`src/rtl/dual_lane_capture.sv`:
```
module dual_lane_capture #(
  parameter int DEPTH = 16,
  parameter int SW    = 10,
  parameter int RW    = 16
) (
  input  logic          clk,
  input  logic          cap_run,
  input  logic [SW-1:0] even_lane,
  input  logic [SW-1:0] odd_lane,
  input  logic          rd_sel,
  input  logic          rd_stb,
  output logic [RW-1:0] rd_data,
  output logic          rd_empty,
  output logic          even_full,
  output logic          odd_full
);
  localparam int AW  = $clog2(DEPTH);
  localparam int CW  = AW + 1;
  localparam int PAD = RW - SW;

  logic [SW-1:0] ev_s1, ev_s2, od_n, od_s1;
  logic [SW-1:0] lane_w [2];
  logic [SW-1:0] rword  [2];
  logic [CW-1:0] wcnt_v [2];
  logic [1:0]    full_v, empty_v;
  logic [SW-1:0] rd_q;

  always_ff @(negedge clk or negedge cap_run)
    if (!cap_run) od_n <= '0;
    else          od_n <= odd_lane;

  always_ff @(posedge clk or negedge cap_run)
    if (!cap_run) begin
      ev_s1 <= '0;
      ev_s2 <= '0;
      od_s1 <= '0;
    end else begin
      ev_s1 <= even_lane;
      ev_s2 <= ev_s1;
      od_s1 <= od_n;
    end

  assign lane_w[0] = ev_s2;
  assign lane_w[1] = od_s1;

  for (genvar b = 0; b < 2; b++) begin : g_buf
    logic [SW-1:0] mem [DEPTH];
    logic [CW-1:0] wcnt, rcnt;
    logic          take;

    assign full_v[b]  = (wcnt == CW'(DEPTH));
    assign empty_v[b] = (rcnt == wcnt);
    assign take       = rd_stb && (rd_sel == 1'(b)) && !empty_v[b];
    assign rword[b]   = mem[rcnt[AW-1:0]];
    assign wcnt_v[b]  = wcnt;

    always_ff @(posedge clk or negedge cap_run)
      if (!cap_run)        wcnt <= '0;
      else if (!full_v[b]) wcnt <= wcnt + 1'b1;

    always_ff @(posedge clk or negedge cap_run)
      if (!cap_run)  rcnt <= '0;
      else if (take) rcnt <= rcnt + 1'b1;

    always_ff @(posedge clk)
      if (cap_run && !full_v[b]) mem[wcnt[AW-1:0]] <= lane_w[b];
  end

  always_ff @(posedge clk or negedge cap_run)
    if (!cap_run)                     rd_q <= '0;
    else if (rd_stb && !empty_v[rd_sel]) rd_q <= rword[rd_sel];

  assign rd_data   = {rd_q, {PAD{1'b0}}};
  assign rd_empty  = empty_v[rd_sel];
  assign even_full = full_v[0];
  assign odd_full  = full_v[1];
endmodule


```
`config.mk`:
```
export PLATFORM = sky130hd
export DESIGN_NAME = dual_lane_capture
export DESIGN_NICKNAME = d
export VERILOG_FILES = /design/src/rtl/dual_lane_capture.sv
export SDC_FILE = /design/constraint.sdc
export NUM_CORES = 1
export LEC_CHECK = 0
export BUFFER_PORTS_ARGS = -buffer_cell sky130_fd_sc_hd__buf_4
export CAP_MARGIN = 30
export CORE_UTILIZATION = 45
export CTS_CLUSTER_DIAMETER = 40
export DETAILED_ROUTE_END_ITERATION = 8
export PLACE_DENSITY = 0.65
export SLEW_MARGIN = 20
export SYNTH_ARGS = -nofsm -noshare
export SYNTH_HDL_FRONTEND = slang
export SYNTH_SLANG_ARGS = --single-unit
```
`constraint.sdc`:
```
create_clock -name clk -period 2.4 [get_ports clk]
set_clock_uncertainty 0.05 [all_clocks]
set_input_delay 0 -clock clk [delete_from_list [all_inputs] [get_ports clk]]
set_output_delay 0 -clock clk [all_outputs]
set_load 0.05 [all_outputs]
```
# [Yosys cells after proc, flatten, opt, wreduce, memory -nomap -nowiden]
# Memory sizes are Yosys's and may differ from the RTL's.
# Index checks and enable logic that the tools add are counted.
# Widths: inputs -> output; s select.
[word_totals] reg_bits=70 latchBits=0 ram_bits=320 rom_bits=0 in_bits=24 wordCells=44 mem_count=2
[mem_list] name="g_buf[0].mem" depth=16 width=10 rd=1 rd_clocked_by_memory_dff=0 wr=1 line_no="47" source="logic [SW-1:0] mem [DEPTH];"
[mem_list] name="g_buf[1].mem" depth=16 width=10 rd=1 rd_clocked_by_memory_dff=0 wr=1 line_no="47"
[classes] add_sub_neg=4 n_mul=0 div_mod_pow=0 n_lt_le_gt_ge=2 n_eq_ne=4 shifts=0 mux=9 n_bitwise=2 reduce_logical=12
[ops] op="$mux 10" count=3
[ops] op="$add 5x1->5 const B" count=4
[ops] op="$eq 5x5->1" count=2
[ops] op="$eq 5x5->1 const B" count=2
[ops] op="$logic_and 1x1->1" count=7
[ops] op="$mux 1" count=6
[ops] op="$logic_not 1->1" count=5
[ops] op="$ge 2x2->1 const B" count=1
[ops] op="$lt 1x2->1 const B" count=1
[ops] op="$not 1->2" count=1
[ops] op="$not 1->1" count=1

# [Longest topological paths before layout]
# Gate-level depths: netlist (run 1).
[logic_depth] word_depth=5 ltp_mapped=8 ltp_nobuf=6

==> results_tabular.tex, run 1 <==
\begin{tabular}{lr}
\hline
Metric & Value \\
\hline
\multicolumn{2}{l}{\textbf{Setup path}} \\
Critical path type & reg2out \\
Number of cells traversed by the worst register-to-register path & 6 \\
Data arrival, critical path & 2.20 ns \\
Category of the worst setup path capture point & primary output \\
Worst setup SP type & flip-flop \\
Maximum fanout along the worst path & 6 \\
Worst Path Required & 2.35 ns \\
Maximum cell stage delay along the critical path & 0.51 ns \\
Gate family responsible for the most delay along the worst path & simple AND/OR/NAND/NOR gates \\
Crit path buf inv count & 2 \\
Cell chain of the critical path & inv\_1 > ha\_1 > nand2b\_1 > nor3b\_2 > buf\_4 \\
Worst-path cell with the longest stage delay & nor3b\_2 \\
Number of logic stages on the critical path including buffering & 5 \\
\multicolumn{2}{l}{\textbf{Flow run}} \\
Max-cap violation count & 0 \\
\multicolumn{2}{l}{\textbf{Die}} \\
Initial cell density of the core & 46.0\% \\
Cell Rows & 66 \\
Die outline width & 185 um \\
Boundary Pins & 43 \\
Die area & 34200 um\^{}2 \\
Core region area & 32700 um\^{}2 \\
Die Y-Extent & 185 um \\
\multicolumn{2}{l}{\textbf{Timing}} \\
Final hold violation count & 0 \\
Setup repair after global routing missed its margin & false \\
Setup TNS after final layout & 0 ns \\
Total of endpoints with negative setup slack in the final report & 0 \\
Hold\_ws & 0.0711 ns \\
Slew of the pin with the lowest slew margin & 0.639 ns \\
Post-layout min period & 2.25 ns \\
Peak clock frequency supported by timing & 0.444 GHz \\
Rel. slew slack & 57.3\% \\
Share of the cycle needed by the critical path after routing & 93.9\% \\
Slew Limit Fails & 0 \\
\multicolumn{2}{l}{\textbf{Yosys}} \\
Proportion of synthesized chip area in sequential cells & 75.5\% \\
Share of synthesized registers carrying an async set or reset & 17.9\% \\
Cell area after technology mapping & 15000 um\^{}2 \\
Synth top area share & 63.9\% \\
Prevailing post-synth register cell & edfxtp\_1 \\
Syn avg cell area & 19.8 um\^{}2 \\
Most frequent cell after synthesis & edfxtp\_1 \\
Post-synthesis cell type count & 40 \\
Synth area leader & edfxtp\_1 \\
Number of flip-flops and latches in the synthesized netlist & 390 \\
Leading post-synthesis cells by cell area & edfxtp\_1 (64\%), dfrtp\_1 (10\%), mux4\_2 (6.0\%), mux4\_1 (3.5\%), mux2i\_1 (3.3\%) \\
Ranking of synthesized cells by instance count & edfxtp\_1 (320), dfrtp\_1 (60), mux2i\_1 (49), mux4\_2 (40), nor2\_1 (36) \\
Synth Instances & 761 \\
Count of synthesis-stage warnings from yosys & 0 \\
EDFF count, synth & 320 \\
\multicolumn{2}{l}{\textbf{Clocking}} \\
H-tree depth & 2 \\
Cell at the root of the clock tree & clkbuf\_16 \\
Later-pin clock latency in the skew report & 0.53 ns \\
CTS sink count & 390 \\
Clock transition at the registers of the reported paths & 0.06 ns \\
Cts bufs inserted & 45 \\
TritonCTS clock tree & done \\
Resized Gates After CTS & 0 \\
Clock Tree Buf Depth & 3 \\
\multicolumn{2}{l}{\textbf{Routing}} \\
Drt wl/cell & 21.7 um \\
Drt total wl & 29300 um \\
Post-detailed-route DRC marker count & 0 \\
Number of nets with antenna violations after routing & 0 \\
Total vias in the final route & 7289 \\
Post-detailed-route via-to-cell ratio & 5.38 \\
Drt first-iter violations & 659 \\
DRT Pass-1 Iters & 5 \\
\multicolumn{2}{l}{\textbf{Pwr}} \\
Switching power share of the total & 27.9\% \\
Static leakage & 6.23 nW \\
Reg power frac & 42.1\% \\
Internal cell power & 13.6 mW \\
Clock network fraction of design power & 36.2\% \\
Net switching component of the power & 5.25 mW \\
Combinational group share of total power & 21.7\% \\
Worst VDD drop & 0.601 mV \\
Power per unit of standard cell area & 1060 nW/um\^{}2 \\
\multicolumn{2}{l}{\textbf{Global route}} \\
Met3 Use GR & 3.09\% \\
Largest net degree at the start of global routing & 32 \\
Grt total ovfl & 0 \\
GRT busiest layer & met1 \\
Grt met1 use & 28.7\% \\
All-Layer GR Usage & 18.0\% \\
Global routing met2 resource utilization & 25.5\% \\
Number of antenna violations at the first check in global routing & 0 \\
Global-route wire length before repair & 45000 um \\
Via count of the first global-routing pass & 7273 \\
\multicolumn{2}{l}{\textbf{Cells and area}} \\
Area growth syn-to-layout & 17.8\% \\
Share of post-route cells with drive strength above 1 & 24.1\% \\
Fin cells & 1354 \\
Final layout net count & 909 \\
Antenna diode count & 0 \\
Number of filler cells placed in the layout & 2605 \\
Utilization after layout & 54.2\% \\
\multicolumn{2}{l}{\textbf{Place}} \\
Number of placed instances, taps included & 1255 \\
Detail Placement HPWL & 19000 um \\
Number of buffers added on ports & 36 \\
Final Wtd Congestion & 0.758 \\
\multicolumn{2}{l}{\textbf{Min path}} \\
Min-Delay Path Depth & 2 \\
Tightest Hold Check Type & in2reg \\
\multicolumn{2}{l}{\textbf{Status}} \\
Status & finished clean \\
\hline
\end{tabular}
[cell families (layout without fill, tap and decap cells)]
logic type,count (synthesis),after routing,share of synthesized area [%]
flops,390,390,75.5
buf+inv,52,198,2.30
compound gates,84,84,3.95
simple gates,85,85,2.82
mux,113,113,13.0
xor+xnor,26,26,1.51
fa+ha+maj,10,10,0.832
other cells,1,6,0.0249
[metal layers]
layer  wire length (um)  vias to the layer above
met3               1890                       32
met5                  0                        -
met4                516                        0
li1                   -                     3278
met1              14200                     3747
met2              12700                      232
[layout by cell type (no fill, tap or decap), drive strengths merged, types with 4 or more instances in the layout]
cell type,synthesis,layout
a21oi,29,29
a22o,11,11
a22oi,11,11
buf,38,92
bufinv,0,5
clkbuf,7,54
clkinv,0,15
clkinvlp,0,4
conb,1,6
dfrtn,10,10
dfrtp,60,60
dlygate4sd3,0,15
edfxtp,320,320
ha,10,10
inv,7,13
mux2,4,4
mux2i,49,49
mux4,60,60
nand2,15,15
nand2b,8,8
nand3,6,6
nor2,36,36
nor3,6,6
o21ai,10,10
o221ai,20,20
xnor2,13,13
xor2,13,13
[area by class of cell]
class	instances	area (um^2)	share of cell area, %
multi-input cells	324	3360	18.9
inverters	7	26.3	0.148
flip-flops and latches	390	11400	64.2
clock inverters	30	322	1.82
clock buffers	54	1200	6.79
repair buffers	107	891	5.03
well taps	442	553	3.12
[what timing repair did]
action                                 CTS  global route
hold buffers                            15             0
endpoints found under the hold margin   76             0
setup buffers                            0             0
[final timing paths]
| check | slack (ns) | startpoint | to |
|---|---|---|---|
| min in group asynchronous | 0.23 | cap_run | g_buf[0].wcnt[3] |
| hold reg to reg | 0.30 | ev_s1[8] | ev_s2[8] |
| setup reg to reg | 0.17 | g_buf[1].rcnt[1] | rd_q[3] |
| setup / recovery | 0.15 | g_buf[0].wcnt[1] | even_full |
| hold / removal | 0.07 | even_lane[6] | ev_s1[6] |
| max in group asynchronous | 1.11 | cap_run | od_n[0] |
[flip-flops by register name, indices dropped and copies added, names as in the netlist]
name	count
od_s1	10
od_n	10
rd_q	10
ev_s2	10
ev_s1	10
g_buf.rcnt	10
g_buf.wcnt	10
g_buf.mem	320
[power by group through the flow]
stage          sequential, mW  clock (mW)  combinational (mW)
2_1_floorplan            8.09           0                2.91
3_3_place_gp             8.04           0                4.08
3_5_place_dp             8.06           0                4.10
4_1_cts                  7.92        6.95                4.14
5_1_grt                  7.96        7.23                4.36
6_report                 7.92        6.82                4.08
[stage by stage]
step / setup WS (ns) / total power, mW / area [um^2]
2_1_floorplan: 0.0912 / 11.0 / 15100
3_3_place_gp: 0.175 / 12.1 / 16000
3_5_place_dp: 0.148 / 12.2 / 16000
4_1_cts: 0.133 / 19.0 / 17700
5_1_grt: 0.0166 / 19.5 / 17700
6_report: 0.147 / 18.8 / 17700
(Power assumes the default switching activity.)
==> run 2, diff against run 1 <==
--- a/config.mk
+++ b/config.mk
@@ -5,12 +5,12 @@
 export SDC_FILE = /design/constraint.sdc
 export NUM_CORES = 1
 export LEC_CHECK = 0
-export BUFFER_PORTS_ARGS = -buffer_cell sky130_fd_sc_hd__buf_4
 export CAP_MARGIN = 30
 export CORE_UTILIZATION = 45
 export CTS_CLUSTER_DIAMETER = 40
 export DETAILED_ROUTE_END_ITERATION = 8
-export PLACE_DENSITY = 0.65
+export DONT_BUFFER_PORTS = 1
+export PLACE_DENSITY_LB_ADDON = 0.15
 export SLEW_MARGIN = 20
 export SYNTH_ARGS = -nofsm -noshare
 export SYNTH_HDL_FRONTEND = slang
==> run 2 against run 1 <==
Compared with the run above:
- final cell count down 1.3%
- first-iteration DRC count shrank 5.5%
- sequential share of layout area decreased by 0.12 points
- sequential power increased by 4.7%
- worst hold slack got worse by 0.045 ns
- non-clock buffer count shrank 25
- clock power grew 7.0%
- fmax decreased by 2.6%
- combinational power fell by 9.8%
- utilization increased by 0.092 points
- via count rose by 0.69%
- count of clock-buffer cells in the layout rose by 8
- largest cell class unchanged
- highest routed layer unchanged
==> results_tabular.tex, run 2 (synthesis gave the netlist of run 1 again) <==
\begin{tabular}{lr}
\hline
Metric & Value \\
\hline
\multicolumn{2}{l}{\textbf{Place}} \\
Final Wtd Congestion & 0.805 (was 0.758) \\
Number of buffers added on ports & 0 (was 36) \\
Post-place instance area & 15800 um\^{}2 (was 16000 um\^{}2) \\
Detail Placement HPWL & 20300 um (was 19000 um) \\
\multicolumn{2}{l}{\textbf{Global route}} \\
Via count of the first global-routing pass & 7385 (was 7273) \\
Largest net degree at the start of global routing & 71 (was 32) \\
Grt total ovfl & 0 (unchanged) \\
Global-route wire length before repair & 47500 um (was 45000 um) \\
All-Layer GR Usage & 19.4\% (was 18.0\%) \\
Number of antenna violations at the first check in global routing & 0 (unchanged) \\
\multicolumn{2}{l}{\textbf{Timing}} \\
Post-layout min period & 2.31 ns (was 2.25 ns) \\
Total of endpoints with negative setup slack in the final report & 0 (unchanged) \\
Final hold violation count & 0 (unchanged) \\
Share of the cycle needed by the critical path after routing & 96.4\% (was 93.9\%) \\
Setup TNS after final layout & 0 ns (unchanged) \\
Slew of the pin with the lowest slew margin & 0.642 ns (was 0.639 ns) \\
Rel. slew slack & 56.7\% (was 57.3\%) \\
Slew Limit Fails & 0 (unchanged) \\
Peak clock frequency supported by timing & 0.432 GHz (was 0.444 GHz) \\
Setup repair after global routing missed its margin & false (unchanged) \\
\multicolumn{2}{l}{\textbf{Setup path}} \\
Maximum fanout along the worst path & 10 (was 6) \\
Crit path launch & g\_buf[0].rcnt[3] (was g\_buf[0].wcnt[1]) \\
Cell chain of the critical path & nand3b\_1 > o221ai\_1 > a21oi\_1 > o21ai\_0 > a22o\_1 (was inv\_1 > ha\_1 > nand2b\_1 > nor3b\_2 > buf\_4) \\
Worst-path cell with the longest stage delay & dfrtp\_1 (was nor3b\_2) \\
Maximum cell stage delay along the critical path & 0.52 ns (was 0.51 ns) \\
Reg2reg start & g\_buf[0].rcnt[3] (was g\_buf[1].rcnt[1]) \\
Worst Path Required & 2.78 ns (was 2.35 ns) \\
Critical path type & reg2reg (was reg2out) \\
Category of the worst setup path capture point & flip-flop (was primary output) \\
Data arrival, critical path & 2.69 ns (was 2.20 ns) \\
Worst setup SP type & flip-flop (unchanged) \\
\multicolumn{2}{l}{\textbf{Routing}} \\
Drt first-iter violations & 623 (was 659) \\
Number of nets with antenna violations after routing & 0 (unchanged) \\
Post-detailed-route via-to-cell ratio & 5.49 (was 5.38) \\
DRT Pass-1 Iters & 5 (unchanged) \\
Total vias in the final route & 7339 (was 7289) \\
Post-detailed-route DRC marker count & 0 (unchanged) \\
Drt total wl & 31500 um (was 29300 um) \\
Drt wl/cell & 23.5 um (was 21.7 um) \\
\multicolumn{2}{l}{\textbf{Clocking}} \\
Clock transition at the registers of the reported paths & 0.06 ns (about the same) \\
Later-pin clock latency in the skew report & 0.55 ns (was 0.53 ns) \\
Cts bufs inserted & 49 (was 45) \\
TritonCTS clock tree & done (unchanged) \\
Buffers inserted during post-CTS setup optimization & 0 (unchanged) \\
H-tree depth & 2 (unchanged) \\
Clock Tree Buf Depth & 3 (unchanged) \\
CTS sink count & 390 (unchanged) \\
Cell at the root of the clock tree & clkbuf\_16 (unchanged) \\
\multicolumn{2}{l}{\textbf{Cells and area}} \\
Number of flip-flops under the largest register name & 320 (unchanged) \\
Final cell area excluding filler cells & 17700 um\^{}2 (about the same) \\
Share of post-route cells with drive strength above 1 & 21.7\% (was 24.1\%) \\
Sequential Area & 11400 um\^{}2 (about the same) \\
Most frequent cells in the layout & edfxtp\_1 (320), dfrtp\_1 (58), clkbuf\_16 (53), buf\_4 (52), mux2i\_1 (49) (was edfxtp\_1 (320), buf\_4 (88), dfrtp\_1 (57), mux2i\_1 (49), clkbuf\_16 (47)) \\
Commonest non-fill, non-tap cell in the layout & edfxtp\_1 (unchanged) \\
Number of filler cells placed in the layout & 2568 (was 2605) \\
Total area of multi-input combinational cells & 3360 um\^{}2 (about the same) \\
Final layout net count & 888 (was 909) \\
Area growth syn-to-layout & 18.0\% (was 17.8\%) \\
\multicolumn{2}{l}{\textbf{Die}} \\
Die outline width & 185 um (unchanged) \\
Die area & 34200 um\^{}2 (unchanged) \\
Initial cell density of the core & 46.0\% (unchanged) \\
Die Y-Extent & 185 um (unchanged) \\
Cell Rows & 66 (unchanged) \\
Boundary Pins & 43 (unchanged) \\
Core region area & 32700 um\^{}2 (unchanged) \\
\multicolumn{2}{l}{\textbf{Pwr}} \\
Static leakage & 6.19 nW (was 6.23 nW) \\
Worst VDD drop & 0.549 mV (was 0.601 mV) \\
Power per unit of standard cell area & 1090 nW/um\^{}2 (was 1060 nW/um\^{}2) \\
\multicolumn{2}{l}{\textbf{Status}} \\
Status & finished clean (unchanged) \\
\multicolumn{2}{l}{\textbf{Flow run}} \\
Max-cap violation count & 0 (unchanged) \\
\multicolumn{2}{l}{\textbf{Min path}} \\
Tightest Hold Check Type & in2async (was in2reg) \\
\hline
\end{tabular}
run 2: where the power goes:
group / total (mW) / internal [mW] / switching [mW]
Clock: 7.30 / 4.47 / 2.84
Combinational: 3.68 / 1.80 / 1.88
Sequential: 8.29 / 7.53 / 0.762
Total: 19.3 / 13.8 / 5.48
run 2: final timing paths:
path / cells past startpoint / to / slack, ns
worst max register to register: 5 / rd_q[6] / 0.09
worst min-delay path: 2 / ev_s2[7] / 0.03
worst max-delay path: 5 / rd_q[6] / 0.09
max in group asynchronous: 2 / g_buf[0].rcnt[0] / 1.98
worst min register to register: 0 / ev_s2[1] / 0.30
min in group clk: 3 / g_buf[1].rcnt[0] / 0.17
run 2: through the flow:
stage | hold WS, ns | util, % | cells | total power, mW | worst slack [ns]
final | 0.0261 | 54.3 | 1337 | 19.3 | 0.0871
after global routing | 0.0441 | 54.3 | 1336 | 20.0 | 0.0179
after CTS | 0.0298 | 54.2 | 1336 | 19.5 | 0.0443
after detailed placement | -0.342 | 48.3 | 1220 | 12.1 | 0.0634
after global placement | -0.343 | 48.3 | 1220 | 12.0 | 0.0601
after floorplan | -0.346 | - | 766 | 11.0 | 0.0912
run 2: cell type report:
type	instances	area share, %
Sequential cell	390	64.0
Multi-Input combinational cell	324	18.9
Clock buffer	62	7.78
Timing Repair Buffer	82	4.27
Tap cell	442	3.12
Clock inverter	29	1.69
Inverter	7	0.148
Antenna cell	1	0.0141
run 2: routing by layer:
| layer | share of wire [%] | up-vias | track usage, % |
|---|---|---|---|
| li1 | - | 3235 | - |
| met1 | 49 | 3865 | 30.3 |
| met2 | 44 | 179 | 27.5 |
| met3 | 4.6 | 60 | 3.30 |
| met4 | 2.8 | 0 | 6.35 |
| met5 | 0 | - | 0 |
run 2: critical path, delay by kind of cell (launching register included):
kind,cells,cell delay [ns]
AOI/OAI and AO/OA,4,1.11
DFF,1,0.52
and+or+nand+nor,1,0.52
run 2: repair_timing:
action	CTS	global route
hold buffers	25	0
resized for setup	0	3
hold endpoints to repair	287	0
endpoints found under the setup margin	0	3
